$ cat config.mk
export PLATFORM = sky130hd
export DESIGN_NAME = xp_expansion_port
export DESIGN_NICKNAME = d
export VERILOG_FILES = /design/src/rtl/xp_pkg.sv /design/src/rtl/xp_sync_filter.sv /design/src/rtl/xp_frame_tx.sv /design/src/rtl/xp_addr_latch.sv /design/src/rtl/xp_expansion_port.sv
export SDC_FILE = /design/constraint.sdc
export NUM_CORES = 1
export LEC_CHECK = 0
export BUFFER_PORTS_ARGS = -buffer_cell sky130_fd_sc_hd__buf_2
export CORE_UTILIZATION = 40
export DETAILED_ROUTE_END_ITERATION = 10
export HOLD_SLACK_MARGIN = 0.15
export PLACE_DENSITY = 0.62
export SYNTH_ARGS = -nofsm -noshare
export SYNTH_HDL_FRONTEND = slang
export SYNTH_SLANG_ARGS = --single-unit
export TNS_END_PERCENT = 100
$ cat constraint.sdc
create_clock -name clk -period 1.5 [get_ports clk]
set_clock_uncertainty 0.05 [all_clocks]
set_input_delay 0.075 -clock clk [delete_from_list [all_inputs] [get_ports clk]]
set_output_delay 0.075 -clock clk [all_outputs]
set_load 0.01 [all_outputs]
$ cat src/rtl/xp_pkg.sv
// Package: shared symbol type and constants for the expansion port.
// Assumes 5-bit line symbols with 5'b11111 used as the idle code.
package xp_pkg;
    localparam int SYM_W = 5;
    typedef logic [SYM_W-1:0] sym_t;
    localparam sym_t IDLE_SYM = 5'b11111;
endpackage

$ cat src/rtl/xp_sync_filter.sv
// Two-flop synchronizer followed by a two-sample glitch filter.
// The output moves only when two consecutive synchronized samples agree.
// Assumes d_i is asynchronous to clk; RST_VAL is the inactive level.
module xp_sync_filter #(
    parameter logic RST_VAL = 1'b0
) (
    input  logic clk,
    input  logic rst_n,
    input  logic d_i,
    output logic q_o
);
    logic s0_q, s1_q, hist_q, filt_q;

    // Synchronize, keep one sample of history, update on two agreeing samples.
    always_ff @(posedge clk) begin
        if (!rst_n) begin
            s0_q   <= RST_VAL;
            s1_q   <= RST_VAL;
            hist_q <= RST_VAL;
            filt_q <= RST_VAL;
        end else begin
            s0_q   <= d_i;
            s1_q   <= s0_q;
            hist_q <= s1_q;
            if (s1_q == hist_q) filt_q <= s1_q;
        end
    end

    assign q_o = filt_q;
endmodule

$ cat src/rtl/xp_frame_tx.sv
// Outgoing frame path: delays symbols LEAD cycles behind the activity
// strobe and holds the strobe LAG cycles past the final symbol.
// Assumes one frame source at a time and no idle codes inside a frame.
module xp_frame_tx
    import xp_pkg::*;
#(
    parameter int NPORT = 8,
    parameter int LEAD  = 5,
    parameter int LAG   = 2,
    localparam int PW   = $clog2(NPORT)
) (
    input  logic             clk,
    input  logic             rst_n,
    input  logic             tx_valid_i,
    input  sym_t             tx_sym_i,
    input  logic             tx_last_i,
    input  logic [PW-1:0]    tx_port_i,
    output logic [NPORT-1:0] act_o,
    output sym_t             sym_o
);
    localparam int TAIL = LEAD + 1 + LAG;
    localparam int TW   = $clog2(TAIL + 1);

    logic [LEAD-1:0] pv_q;
    sym_t            ps_q [LEAD];
    logic            act_q;
    logic [PW-1:0]   port_q;
    logic [TW-1:0]   tail_q;
    sym_t            sym_q;

    // Pipeline stage 0 captures the incoming symbol.
    always_ff @(posedge clk) begin
        if (!rst_n) begin
            pv_q[0] <= 1'b0;
            ps_q[0] <= IDLE_SYM;
        end else begin
            pv_q[0] <= tx_valid_i;
            ps_q[0] <= tx_sym_i;
        end
    end

    // Remaining pipeline stages shift the symbol toward the bus.
    for (genvar g = 1; g < LEAD; g++) begin : g_pipe
        always_ff @(posedge clk) begin
            if (!rst_n) begin
                pv_q[g] <= 1'b0;
                ps_q[g] <= IDLE_SYM;
            end else begin
                pv_q[g] <= pv_q[g-1];
                ps_q[g] <= ps_q[g-1];
            end
        end
    end

    // Output register: the symbol at the pipe end, or idle.
    always_ff @(posedge clk) begin
        if (!rst_n) sym_q <= IDLE_SYM;
        else        sym_q <= pv_q[LEAD-1] ? ps_q[LEAD-1] : IDLE_SYM;
    end

    // Activity strobe: rises with the first symbol, counts down the tail after the last.
    always_ff @(posedge clk) begin
        if (!rst_n) begin
            act_q  <= 1'b0;
            port_q <= '0;
            tail_q <= '0;
        end else if (tx_valid_i) begin
            if (!act_q) port_q <= tx_port_i;
            act_q  <= 1'b1;
            tail_q <= tx_last_i ? TW'(TAIL) : '0;
        end else if (tail_q == TW'(1)) begin
            act_q  <= 1'b0;
            tail_q <= '0;
        end else if (tail_q != '0) begin
            tail_q <= tail_q - TW'(1);
        end
    end

    // Decode the held port index into per-port strobes.
    for (genvar p = 0; p < NPORT; p++) begin : g_act
        assign act_o[p] = act_q && (port_q == PW'(p));
    end

    assign sym_o = sym_q;
endmodule

$ cat src/rtl/xp_addr_latch.sv
// Captures the strapped chip address at the first edge after reset release
// and enables the shared pins' drivers only after that capture.
// Assumes the straps are stable while reset is asserted.
module xp_addr_latch #(
    parameter int NADDR = 5
) (
    input  logic             clk,
    input  logic             rst_n,
    input  logic [NADDR-1:0] pin_i,
    output logic [NADDR-1:0] addr_o,
    output logic             oe_o
);
    logic [NADDR-1:0] addr_q;
    logic             done_q;

    // One-shot capture of the pins once reset is gone.
    always_ff @(posedge clk) begin
        if (!rst_n) begin
            addr_q <= '0;
            done_q <= 1'b0;
        end else if (!done_q) begin
            addr_q <= pin_i;
            done_q <= 1'b1;
        end
    end

    assign addr_o = addr_q;
    assign oe_o   = done_q;
endmodule

$ cat src/rtl/xp_expansion_port.sv
// Top of the repeater expansion port: jam merge and broadcast, filtered
// arbiter and carrier inputs, framed symbol output, address capture and
// any-activity. Assumes NADDR <= NPORT and a single clock domain for core inputs.
module xp_expansion_port
    import xp_pkg::*;
#(
    parameter int NPORT = 8,
    parameter int NADDR = 5,
    parameter int NTXEN = 3,
    parameter int LEAD  = 5,
    parameter int LAG   = 2,
    localparam int PW   = $clog2(NPORT)
) (
    input  logic             clk,
    input  logic             rst_n,
    input  logic [NPORT-1:0] cim_jam_i,
    input  logic             coll_i,
    input  logic             jam_i,
    output logic [NPORT-1:0] jam_ports_o,
    output logic             jam_o,
    input  logic             crs_i,
    output logic             crs_o,
    input  logic             edat_en_n_i,
    input  logic [4:0]       edat_i,
    output logic [4:0]       edat_o,
    output logic             edat_oe_o,
    output logic [4:0]       rx_sym_o,
    input  logic             tx_valid_i,
    input  logic [4:0]       tx_sym_i,
    input  logic             tx_last_i,
    input  logic [PW-1:0]    tx_port_i,
    input  logic [NADDR-1:0] act_pin_i,
    output logic [NPORT-1:0] act_o,
    output logic             act_lo_oe_o,
    output logic [NADDR-1:0] phys_addr_o,
    input  logic [NTXEN-1:0] txen_i,
    output logic             any_act_o
);
    logic jam_f, en_n_f, jam_q;
    sym_t rx_q;

    xp_sync_filter #(.RST_VAL(1'b0)) u_jam_flt (
        .clk(clk), .rst_n(rst_n), .d_i(jam_i), .q_o(jam_f));
    xp_sync_filter #(.RST_VAL(1'b0)) u_crs_flt (
        .clk(clk), .rst_n(rst_n), .d_i(crs_i), .q_o(crs_o));
    xp_sync_filter #(.RST_VAL(1'b1)) u_en_flt (
        .clk(clk), .rst_n(rst_n), .d_i(edat_en_n_i), .q_o(en_n_f));

    xp_frame_tx #(.NPORT(NPORT), .LEAD(LEAD), .LAG(LAG)) u_frame (
        .clk(clk), .rst_n(rst_n),
        .tx_valid_i(tx_valid_i), .tx_sym_i(tx_sym_i),
        .tx_last_i(tx_last_i), .tx_port_i(tx_port_i),
        .act_o(act_o), .sym_o(edat_o));

    xp_addr_latch #(.NADDR(NADDR)) u_addr (
        .clk(clk), .rst_n(rst_n), .pin_i(act_pin_i),
        .addr_o(phys_addr_o), .oe_o(act_lo_oe_o));

    // Merged jam: port requests and collision, never the external request.
    always_ff @(posedge clk) begin
        if (!rst_n) jam_q <= 1'b0;
        else        jam_q <= (|cim_jam_i) | coll_i;
    end

    // Receive register: bus value while not driving, idle otherwise.
    always_ff @(posedge clk) begin
        if (!rst_n) rx_q <= IDLE_SYM;
        else        rx_q <= edat_oe_o ? IDLE_SYM : edat_i;
    end

    assign jam_o       = jam_q;
    assign jam_ports_o = {NPORT{jam_f}};
    assign edat_oe_o   = ~en_n_f;
    assign rx_sym_o    = rx_q;
    assign any_act_o   = (|act_o) | (|txen_i);
endmodule

* After elaboration in Yosys (flattened, before gate mapping)
Memories as Yosys holds them, arrays and structs flattened. A register that Yosys moved wholly into a read port is not among the register bits. Cells that the tools add are included.
Word-level totals: register bits 37, bits in writable memories 25, output and inout bits 36, word-level logic and storage cells 78, memories 1
Memories:
- u_frame.ps_q | depth 5, bits a word 5, rd ports 5, clocked after Yosys merged registers in 1, write ports 5, line xp_frame_tx.sv:25 | sym_t ps_q [LEAD];
Operators by class: $add $sub $neg 1, equal/unequal tests 11, muxes and demuxes 13, bitwise operators 9, reductions and logical operators 19
Operators with widths (count):
- two-way mux 5 bit | 5
- two-way mux 4 bit | 4
- OR reduction 8 bit | 2
- == test 3 bit, second input constant | 4
- logical AND 1 bit | 8
- bitwise OR 1 bit | 7
- == test 3 x 2 -> 1 bit, second input constant | 2
- AND reduction 2 bit | 3
- == test 4 x 1 -> 1 bit, second input constant | 1
- two-way mux 1 bit | 4
- nonzero test 4 bit | 1
- subtractor 4 x 1 -> 4 bit, second input constant | 1
- == test 1 bit | 3
- == test 3 x 1 -> 1 bit, second input constant | 1
- logical NOT 3 bit | 1
- nonzero test 3 bit | 1
- OR reduction 3 bit | 1
- NOT 1 bit | 2
- nonzero test 2 bit | 1
- logical NOT 1 bit | 1

* Longest topological paths before layout
Gate-level depths: netlist of the first run.
word-level depth 4, mapped depth 5, depth with buffers taken out 5

* By module
From an unflattened synthesis of the first run, not the netlist that was laid out.
Unflattened totals: cells, all modules 205, area, all modules 2219.6 µm²
By module, submodules not included:
- xp_frame_tx | instances 1, cells an instance 128, area each 1383.8 µm²
- xp_expansion_port | instances 1, cells an instance 30, area each 272.8 µm²
- xp_sync_filter (u_crs_flt ...) | instances 2, cells an instance 10, area each 118.9 µm²
- xp_addr_latch | instances 1, cells an instance 17, area each 212.7 µm²
- xp_sync_filter (u_en_flt) | instances 1, cells an instance 10, area each 112.6 µm²

* Worst setup path before layout of the first run
No wires, ideal clock.
kind reg2reg, start register u_frame.tail_q[1], end register u_frame.tail_q[0], data arrival time 1.294 ns, slack 0.076 ns, cell stages (with the launch flop) 5, period minus slack after synthesis 1.424 ns, path through dfxtp_1 inv_1 ha_1 or4b_4 a211oi_2
Between the ends: cells in the longest elaborated chain, start to end 3, elaborated cells between the ends (all ways) 5, those cells by class eq/ne: 1; mux: 2; reduce/logical: 2
RTL lines:
- start, declared | line xp_frame_tx.sv:28 | logic [TW-1:0] tail_q;
- start signal, assigned | line xp_frame_tx.sv:70 | tail_q <= tx_last_i ? TW'(TAIL) : '0;
- start signal, assigned | line xp_frame_tx.sv:75 | tail_q <= tail_q - TW'(1);
- == test 4 x 1 -> 1 bit | line xp_frame_tx.sv:71 | end else if (tail_q == TW'(1)) begin
- two-way mux 4 bit | line xp_frame_tx.sv:71
- two-way mux 4 bit | line xp_frame_tx.sv:67 | end else if (tx_valid_i) begin
Parallel ways exist; a longest one is shown, timed or not. A chain may end at the register's enable or synchronous reset.

* Final worst setup path of the first run
Ends and elaborated chain as after synthesis.

==> flow_metrics.env, run 1 <==
export IMPL_yosys_area_share_xor_xnor_pct=0
export IMPL_ys_top_cells_by_area="sky130_fd_sc_hd__dfxtp_1 62%, sky130_fd_sc_hd__nand2b_1 9.6%, sky130_fd_sc_hd__mux2i_1 4.2%"
export IMPL_detailed_route_iter0_violations=38
export IMPL_grt_ovfl_total=0
export IMPL_relSlewSlack_pct=77.39
export IMPL_crit_arrival_ps=1680
export IMPL_pin_count_of_the_biggest_net_entering_global_routing=18
export IMPL_clk_insertion_delay_late_ps=320
export IMPL_clkSinkCount=67
export IMPL_final_max_slew_violation_count=0
export IMPL_timing_hold_violations_final=0
export IMPL_endpoint_kind="register"
export IMPL_cts_htree_levels=3
export IMPL_yosysWarningCount=0
export IMPL_kind_of_start_point_of_the_critical_path="register"
export IMPL_worst_path_largest_cell_delay_ps=590
export IMPL_share_of_async_settable_or_async_resettable_flops_after_synthesis_pct=0
export IMPL_final_util_pct=60.08
export IMPL_path_cells="inv_4 -> ha_4 -> or4b_4 -> a211oi_2"
export IMPL_leakage_nw=1.373
export IMPL_first_pass_iters=4
export IMPL_antenna_cells=0
export IMPL_ff2ff_path_depth=4
export IMPL_synthDistinctLibCells=25
export IMPL_timing_final_crit_period_ps=1489
export IMPL_core_area_um2=5140
export IMPL_timing_rr_start="u_frame.tail_q[1]"
export IMPL_dp_hpwl_um=2261
export IMPL_clockRootBuffer="sky130_fd_sc_hd__clkbuf_8"
export IMPL_worst_endpoint_required_ps=1690
export IMPL_synth_net_count=239
export IMPL_synthCells=200
export IMPL_setup_violations_final=0
export IMPL_synth_top_area_share_pct=62.18
export IMPL_outcome="complete, no violations"
export IMPL_cpLargestDelayFamily="simple AND/OR/NAND/NOR gates"
export IMPL_post_synth_fa_ha_maj_area_fraction_pct=1.160
export IMPL_synth_top_flop_cell="sky130_fd_sc_hd__dfxtp_1"
export IMPL_rows=26
export IMPL_totalPowerFinal_mw=3.567
export IMPL_grt_pass1_wl_um=5499
export IMPL_antenna_violations_before_repair=0
export IMPL_clk_transition_reported_paths_ps=70
export IMPL_tritoncts_clock_tree="yes"
export IMPL_drt_total_wl_um=3569
export IMPL_power_density_nw_per_um2=1155
export IMPL_power_switching_share_pct=23.88
export IMPL_ioPinCount=73
export IMPL_initial_util_pct=41.97
export IMPL_rsz0062_at_grt="yes"
export IMPL_share_seq_of_total_power_pct=53.0
export IMPL_finalNonFillerCells=379
export IMPL_critical_path_slowest_cell="sky130_fd_sc_hd__or4b_4"
export IMPL_yosys_mux_area_fraction_pct=4.698
export IMPL_placed_cells=330
export IMPL_flow_area_growth_from_synthesis_pct=43.16
export IMPL_synth_compound_area_share_pct=4.408
export IMPL_drv_cap=0
export IMPL_yosys_area_top_type="sky130_fd_sc_hd__dfxtp_1"
export IMPL_fill_cells=447
export IMPL_min_path_cells=1
export IMPL_numPortBuffers=72
export IMPL_ratio_of_routed_vias_to_standard_cells=4.190
export IMPL_cts_buffers_inserted=9
export IMPL_tightestPinTransition_ps=338.8
export IMPL_numnets_final=343
export IMPL_design_die_area_um2=5690
export IMPL_synth_seq_cells=67
export IMPL_post_synth_and_or_nand_nor_area_fraction_pct=22.85
export IMPL_worst_setup_path_type="reg -> reg"
export IMPL_peak_clock_frequency_supported_by_timing_mhz=671.7
export IMPL_drc=0
export IMPL_power_switching_mw=0.8519
export IMPL_intPower_mw=2.716
export IMPL_synth_edf_count=0
export IMPL_wire_per_inst_um=9.417
export IMPL_crit_path_max_fanout=4
export IMPL_num_vias=1588
export IMPL_startpoint_of_the_tightest_hold_check_path="u_frame.ps_q[2][1]"
export IMPL_netlist_area_um2=2157
export IMPL_post_synth_cell_area_avg_um2=10.79
export IMPL_drive_gt1_share_pct=36.89
export IMPL_reg2reg_slack_ps=10
export IMPL_gpl_final_weighted_congestion=0.6878
export IMPL_min_period_over_period_pct=99.25
export IMPL_cp_num_cells=4
export IMPL_power_frac_clock_pct=36.4
export IMPL_hold_path_class="reg -> reg"
export IMPL_worstSetupStartpoint="u_frame.tail_q[1]"
export IMPL_synth_top_cells_by_count="67 x sky130_fd_sc_hd__dfxtp_1, 33 x sky130_fd_sc_hd__nand2b_1, 20 x sky130_fd_sc_hd__nor2_1"
export IMPL_cts_max_path_buffers=2
export IMPL_cp_buffers_inverters=1
export IMPL_die_height_um=75.44
export IMPL_grt_pass1_vias=1313
export IMPL_grt_util_all_layers_pct=13.74
export IMPL_dominant_combinational_cell_family_by_area_after_synthesis="simple AND/OR/NAND/NOR gates"
export IMPL_die_w_um=75.44
export IMPL_synthMostInstantiatedCell="sky130_fd_sc_hd__dfxtp_1"
export IMPL_ir_worst_vdd_mv=0.6248
export IMPL_synth_seq_area_share_pct=62.18
export IMPL_ant_nets=0
export IMPL_pwr_share_comb_pct=10.6
## timing repair
item / in CTS / in global routing
setup buffers: 0 / 1
setup endpoints to repair: 1 / 4
cloned: 0 / 0
hold buffers: 32 / 0
gates resized for setup: 1 / 12
endpoints found under the hold margin: 33 / 0
pin swaps: 0 / 3
## metal layers
metal / global-route usage [%] / wire length (um) / vias up
met5: 0 / 0 / -
met4: 10.49 / 79 / 0
met3: 5.556 / 146 / 8
met2: 20.73 / 1746 / 44
met1: 15.58 / 1596 / 698
li1: - / - / 838
## power by group through the flow
stage               sequential, mW  clock [mW]  combinational [mW]
global route                  1.90        1.44               0.423
global placement              1.92           0               0.280
CTS                           1.88        1.36               0.351
floorplan                     1.92           0               0.181
finish                        1.89        1.30               0.377
detailed placement            1.92           0               0.286
## cell usage in the layout, fill, tap and decap left out, types with 2 or more instances in the layout
cell type	n
sky130_fd_sc_hd__a211oi_2	2
sky130_fd_sc_hd__a21oi_1	3
sky130_fd_sc_hd__and2_1	11
sky130_fd_sc_hd__buf_2	72
sky130_fd_sc_hd__buf_4	4
sky130_fd_sc_hd__clkbuf_8	10
sky130_fd_sc_hd__clkinv_2	3
sky130_fd_sc_hd__dfxtp_1	64
sky130_fd_sc_hd__dfxtp_2	2
sky130_fd_sc_hd__dlygate4sd3_1	32
sky130_fd_sc_hd__ha_4	2
sky130_fd_sc_hd__inv_1	2
sky130_fd_sc_hd__mux2i_1	9
sky130_fd_sc_hd__nand2_1	7
sky130_fd_sc_hd__nand2b_1	33
sky130_fd_sc_hd__nor2_1	19
sky130_fd_sc_hd__nor3_1	4
sky130_fd_sc_hd__o21ai_0	3
sky130_fd_sc_hd__or2_2	10
## sequential cells by signal, indices dropped and copies added (netlist names), 3 cells and up
name            flops
u_frame.pv_q        5
u_frame.sym_o       5
u_addr.addr_o       5
rx_sym_o            5
u_frame.port_q      3
u_frame.tail_q      4
u_frame.ps_q       25
## final timing paths
check / to
worst max-delay path: u_frame.tail_q[0]
worst min-delay path: u_frame.ps_q[3][1]
worst max register to register: u_frame.tail_q[0]
worst min register to register: u_frame.ps_q[3][1]
## kinds of logic (layout without fill, tap and decap cells)
group	Yosys count	after routing
flip-flops	67	67
multiplexers	10	10
AO/OA/AOI/OAI	13	13
buffers and inverters	19	128
adder cells (fa/ha/maj)	2	2
AND/OR/NAND/NOR	89	89
## layout make-up
| cell class | instances | area [um2] | area share [%] |
|---|---|---|---|
| Sequential cell | 67 | 1348 | 43.64 |
| Timing Repair Buffer | 108 | 710.7 | 23.01 |
| Clock inverter | 6 | 40.04 | 1.297 |
| Clock buffer | 10 | 137.6 | 4.457 |
| Multi-Input combinational cell | 114 | 747.0 | 24.19 |
| Inverter | 4 | 17.52 | 0.5673 |
| Tap cell | 70 | 87.58 | 2.836 |
## stage by stage
stage | area [um2] | worst slack (ps) | setup TNS (ps) | hold slack [ps]
6_report | 3088 | 11.32 | 0 | 353.0
5_1_grt | 3088 | -46.04 | -78.49 | 361.9
4_1_cts | 3042 | 2.991 | 0 | 353.1
3_5_place_dp | 2541 | 12.89 | 0 | 208.8
3_3_place_gp | 2541 | 55.11 | 0 | 205.0
2_1_floorplan | 2157 | 76.30 | 0 | 52.72
(Power assumes the default switching activity.)
==> run 2: changes to the inputs <==
Settings changed: BUFFER_PORTS_ARGS -buffer_cell sky130_fd_sc_hd__buf_2 to not set, DONT_BUFFER_PORTS set to 1, PLACE_DENSITY 0.62 to 0.5.
==> run 2 against run 1 <==
Against the previous run:
- hold slack got worse by 130 ps
- largest cell class unchanged
- critical path depth unchanged
- total power decreased by 4.2%
- highest routed layer unchanged
- routed wire length decreased by 7.2%
- critical path type unchanged
- flip-flop and latch count unchanged
- cell count decreased by 20%
==> flow_metrics.env, run 2 (synthesis gave the netlist of run 1 again) <==
export IMPL_drive_gt1_share_pct=15.81
export IMPL_largest_register="u_frame.ps_q"
export IMPL_min_period_over_period_pct=96.80
export IMPL_die_height_um=75.44
export IMPL_worst_setup_path_type="reg -> reg"
export IMPL_timing_final_crit_period_ps=1452
export IMPL_crit_path_max_fanout=4
export IMPL_relSlewSlack_pct=74.95
export IMPL_numnets_final=269
export IMPL_clockRootBuffer="sky130_fd_sc_hd__clkbuf_8"
export IMPL_setup_violations_final=0
export IMPL_drt_total_wl_um=3313
export IMPL_wire_per_inst_um=10.90
export IMPL_first_pass_iters=4
export IMPL_ratio_of_routed_vias_to_standard_cells=4.382
export IMPL_tightestPinTransition_ps=372.9
export IMPL_hold_path_class="in -> out"
export IMPL_preCtsSetupSlack_ps=-37.51
export IMPL_cts_max_path_buffers=2
export IMPL_die_w_um=75.44
export IMPL_numPortBuffers=0
export IMPL_largest_register_ffs=25
export IMPL_endpoint_kind="register"
export IMPL_design_die_area_um2=5690
export IMPL_antenna_cells=0
export IMPL_tritoncts_clock_tree="yes"
export IMPL_flow_area_growth_from_synthesis_pct=24.36
export IMPL_crit_arrival_ps=1640
export IMPL_grt_util_all_layers_pct=12.79
export IMPL_reg2reg_to="u_frame.tail_q[1]"
export IMPL_cts_htree_levels=3
export IMPL_timing_hold_violations_final=0
export IMPL_min_path_cells=1
export IMPL_ir_worst_vdd_mv=0.7457
export IMPL_ioPinCount=73
export IMPL_ff2ff_path_depth=4
export IMPL_grt_pass1_vias=1224
export IMPL_drc=0
export IMPL_leakage_nw=1.047
export IMPL_layout_cells_most_common_list="65 x sky130_fd_sc_hd__dfxtp_1, 33 x sky130_fd_sc_hd__nand2b_1, 30 x sky130_fd_sc_hd__dlygate4sd3_1"
export IMPL_power_density_nw_per_um2=1274
export IMPL_kind_of_start_point_of_the_critical_path="register"
export IMPL_gpl_final_weighted_congestion=0.6143
export IMPL_worst_hold_path_ep="any_act_o"
export IMPL_setup_total_negative_slack_ps=0
export IMPL_ant_nets=0
export IMPL_core_area_um2=5140
export IMPL_dp_hpwl_um=2026
export IMPL_fill_cells=485
export IMPL_rsz0062_at_grt="no"
export IMPL_grt_ovfl_total=0
export IMPL_num_vias=1332
export IMPL_startpoint_of_the_tightest_hold_check_path="txen_i[2]"
export IMPL_clk_transition_reported_paths_ps=60
export IMPL_pin_count_of_the_biggest_net_entering_global_routing=47
export IMPL_peak_clock_frequency_supported_by_timing_mhz=688.7
export IMPL_grt_pass1_wl_um=5099
export IMPL_reg2reg_slack_ps=50
export IMPL_initial_util_pct=41.97
export IMPL_cts_buffers_inserted=9
export IMPL_outcome="complete, no violations"
export IMPL_drv_cap=0
export IMPL_layout_cells_most_common="sky130_fd_sc_hd__dfxtp_1"
export IMPL_rows=26
export IMPL_clkSinkCount=67
export IMPL_fin_ws_ps=48.02
export IMPL_worst_endpoint_required_ps=1680
export IMPL_antenna_violations_before_repair=0
export IMPL_final_max_slew_violation_count=0
export IMPL_detailed_route_iter0_violations=49
export IMPL_clk_insertion_delay_late_ps=320
export IMPL_timing_rr_start="u_frame.tail_q[1]"
run 2: cell types whose count changed in the layout (fill, tap and decap cells not counted), moves of 2 or more:
| cell | delta |
|---|---|
| sky130_fd_sc_hd__dlygate4sd3_1 | -2 |
| sky130_fd_sc_hd__buf_2 | -72 |
| sky130_fd_sc_hd__clkinv_2 | -2 |
| sky130_fd_sc_hd__clkbuf_1 | +3 |
run 2: timing repair:
item / 4_1_cts / 5_1_grt
pin swaps: 3 / 1
hold buffers: 31 / 0
setup endpoints to repair: 2 / 3
buffers inserted: 1 / 0
gates resized for setup: 6 / 2
endpoints found under the hold margin: 67 / 0
run 2: cell type report:
type | count | area [um2] | area share, %
Multi-Input combinational cell | 114 | 732.0 | 27.29
Inverter | 4 | 15.01 | 0.5597
Clock buffer | 13 | 148.9 | 5.550
Sequential cell | 67 | 1344 | 50.09
Clock inverter | 2 | 12.51 | 0.4664
Timing Repair Buffer | 34 | 342.8 | 12.78
Tap cell | 70 | 87.58 | 3.265
run 2: where the power goes:
group	leakage, nW	internal, mW	switching [mW]
Sequential	0.552	1.85	0.0481
Clock	0.0795	0.635	0.586
Combinational	0.416	0.169	0.129
Total	1.05	2.65	0.763
run 2: routing by layer:
metal  up-vias  GRT usage [%]  part of all wire (%)
met5         -              0                     0
met4         0          7.202                   1.8
li1        686              -                     -
met1       598          12.34                    42
met3         6          8.201                   6.8
met2        42          20.83                    49
run 2: worst max-delay path by stage:
| stage | cells after the start | to | start | slack (ps) |
|---|---|---|---|---|
| global route | 4 | u_frame.tail_q[0] | u_frame.tail_q[0] | 10 |
| floorplan | 4 | u_frame.tail_q[0] | u_frame.tail_q[1] | 80 |
| CTS | 4 | u_frame.tail_q[1] | u_frame.tail_q[0] | 3 |
| finish | 4 | u_frame.tail_q[1] | u_frame.tail_q[1] | 50 |
| global placement | 5 | u_frame.tail_q[1] | u_frame.tail_q[1] | 80 |
| detailed placement | 4 | u_frame.tail_q[1] | u_frame.tail_q[0] | -40 |
run 2: metrics by stage:
stage | instances | util, % | hold WS (ps) | instance area [um2] | power, mW
finish | 304 | 52.19 | 227.1 | 2683 | 3.418
global route | 304 | 52.19 | 228.5 | 2683 | 3.601
CTS | 304 | 52.17 | 228.5 | 2681 | 3.471
detailed placement | 257 | 42.28 | 55.28 | 2173 | 2.129
global placement | 257 | 42.28 | 54.99 | 2173 | 2.111
floorplan | 200 | - | 52.72 | 2157 | 2.105
run 2: worst max-delay path, stage by stage, from the launching register on:
cell	delay [ps]
sky130_fd_sc_hd__dfxtp_2	340
sky130_fd_sc_hd__inv_2	50
sky130_fd_sc_hd__ha_2	180
sky130_fd_sc_hd__or4b_4	530
sky130_fd_sc_hd__a211oi_2	220
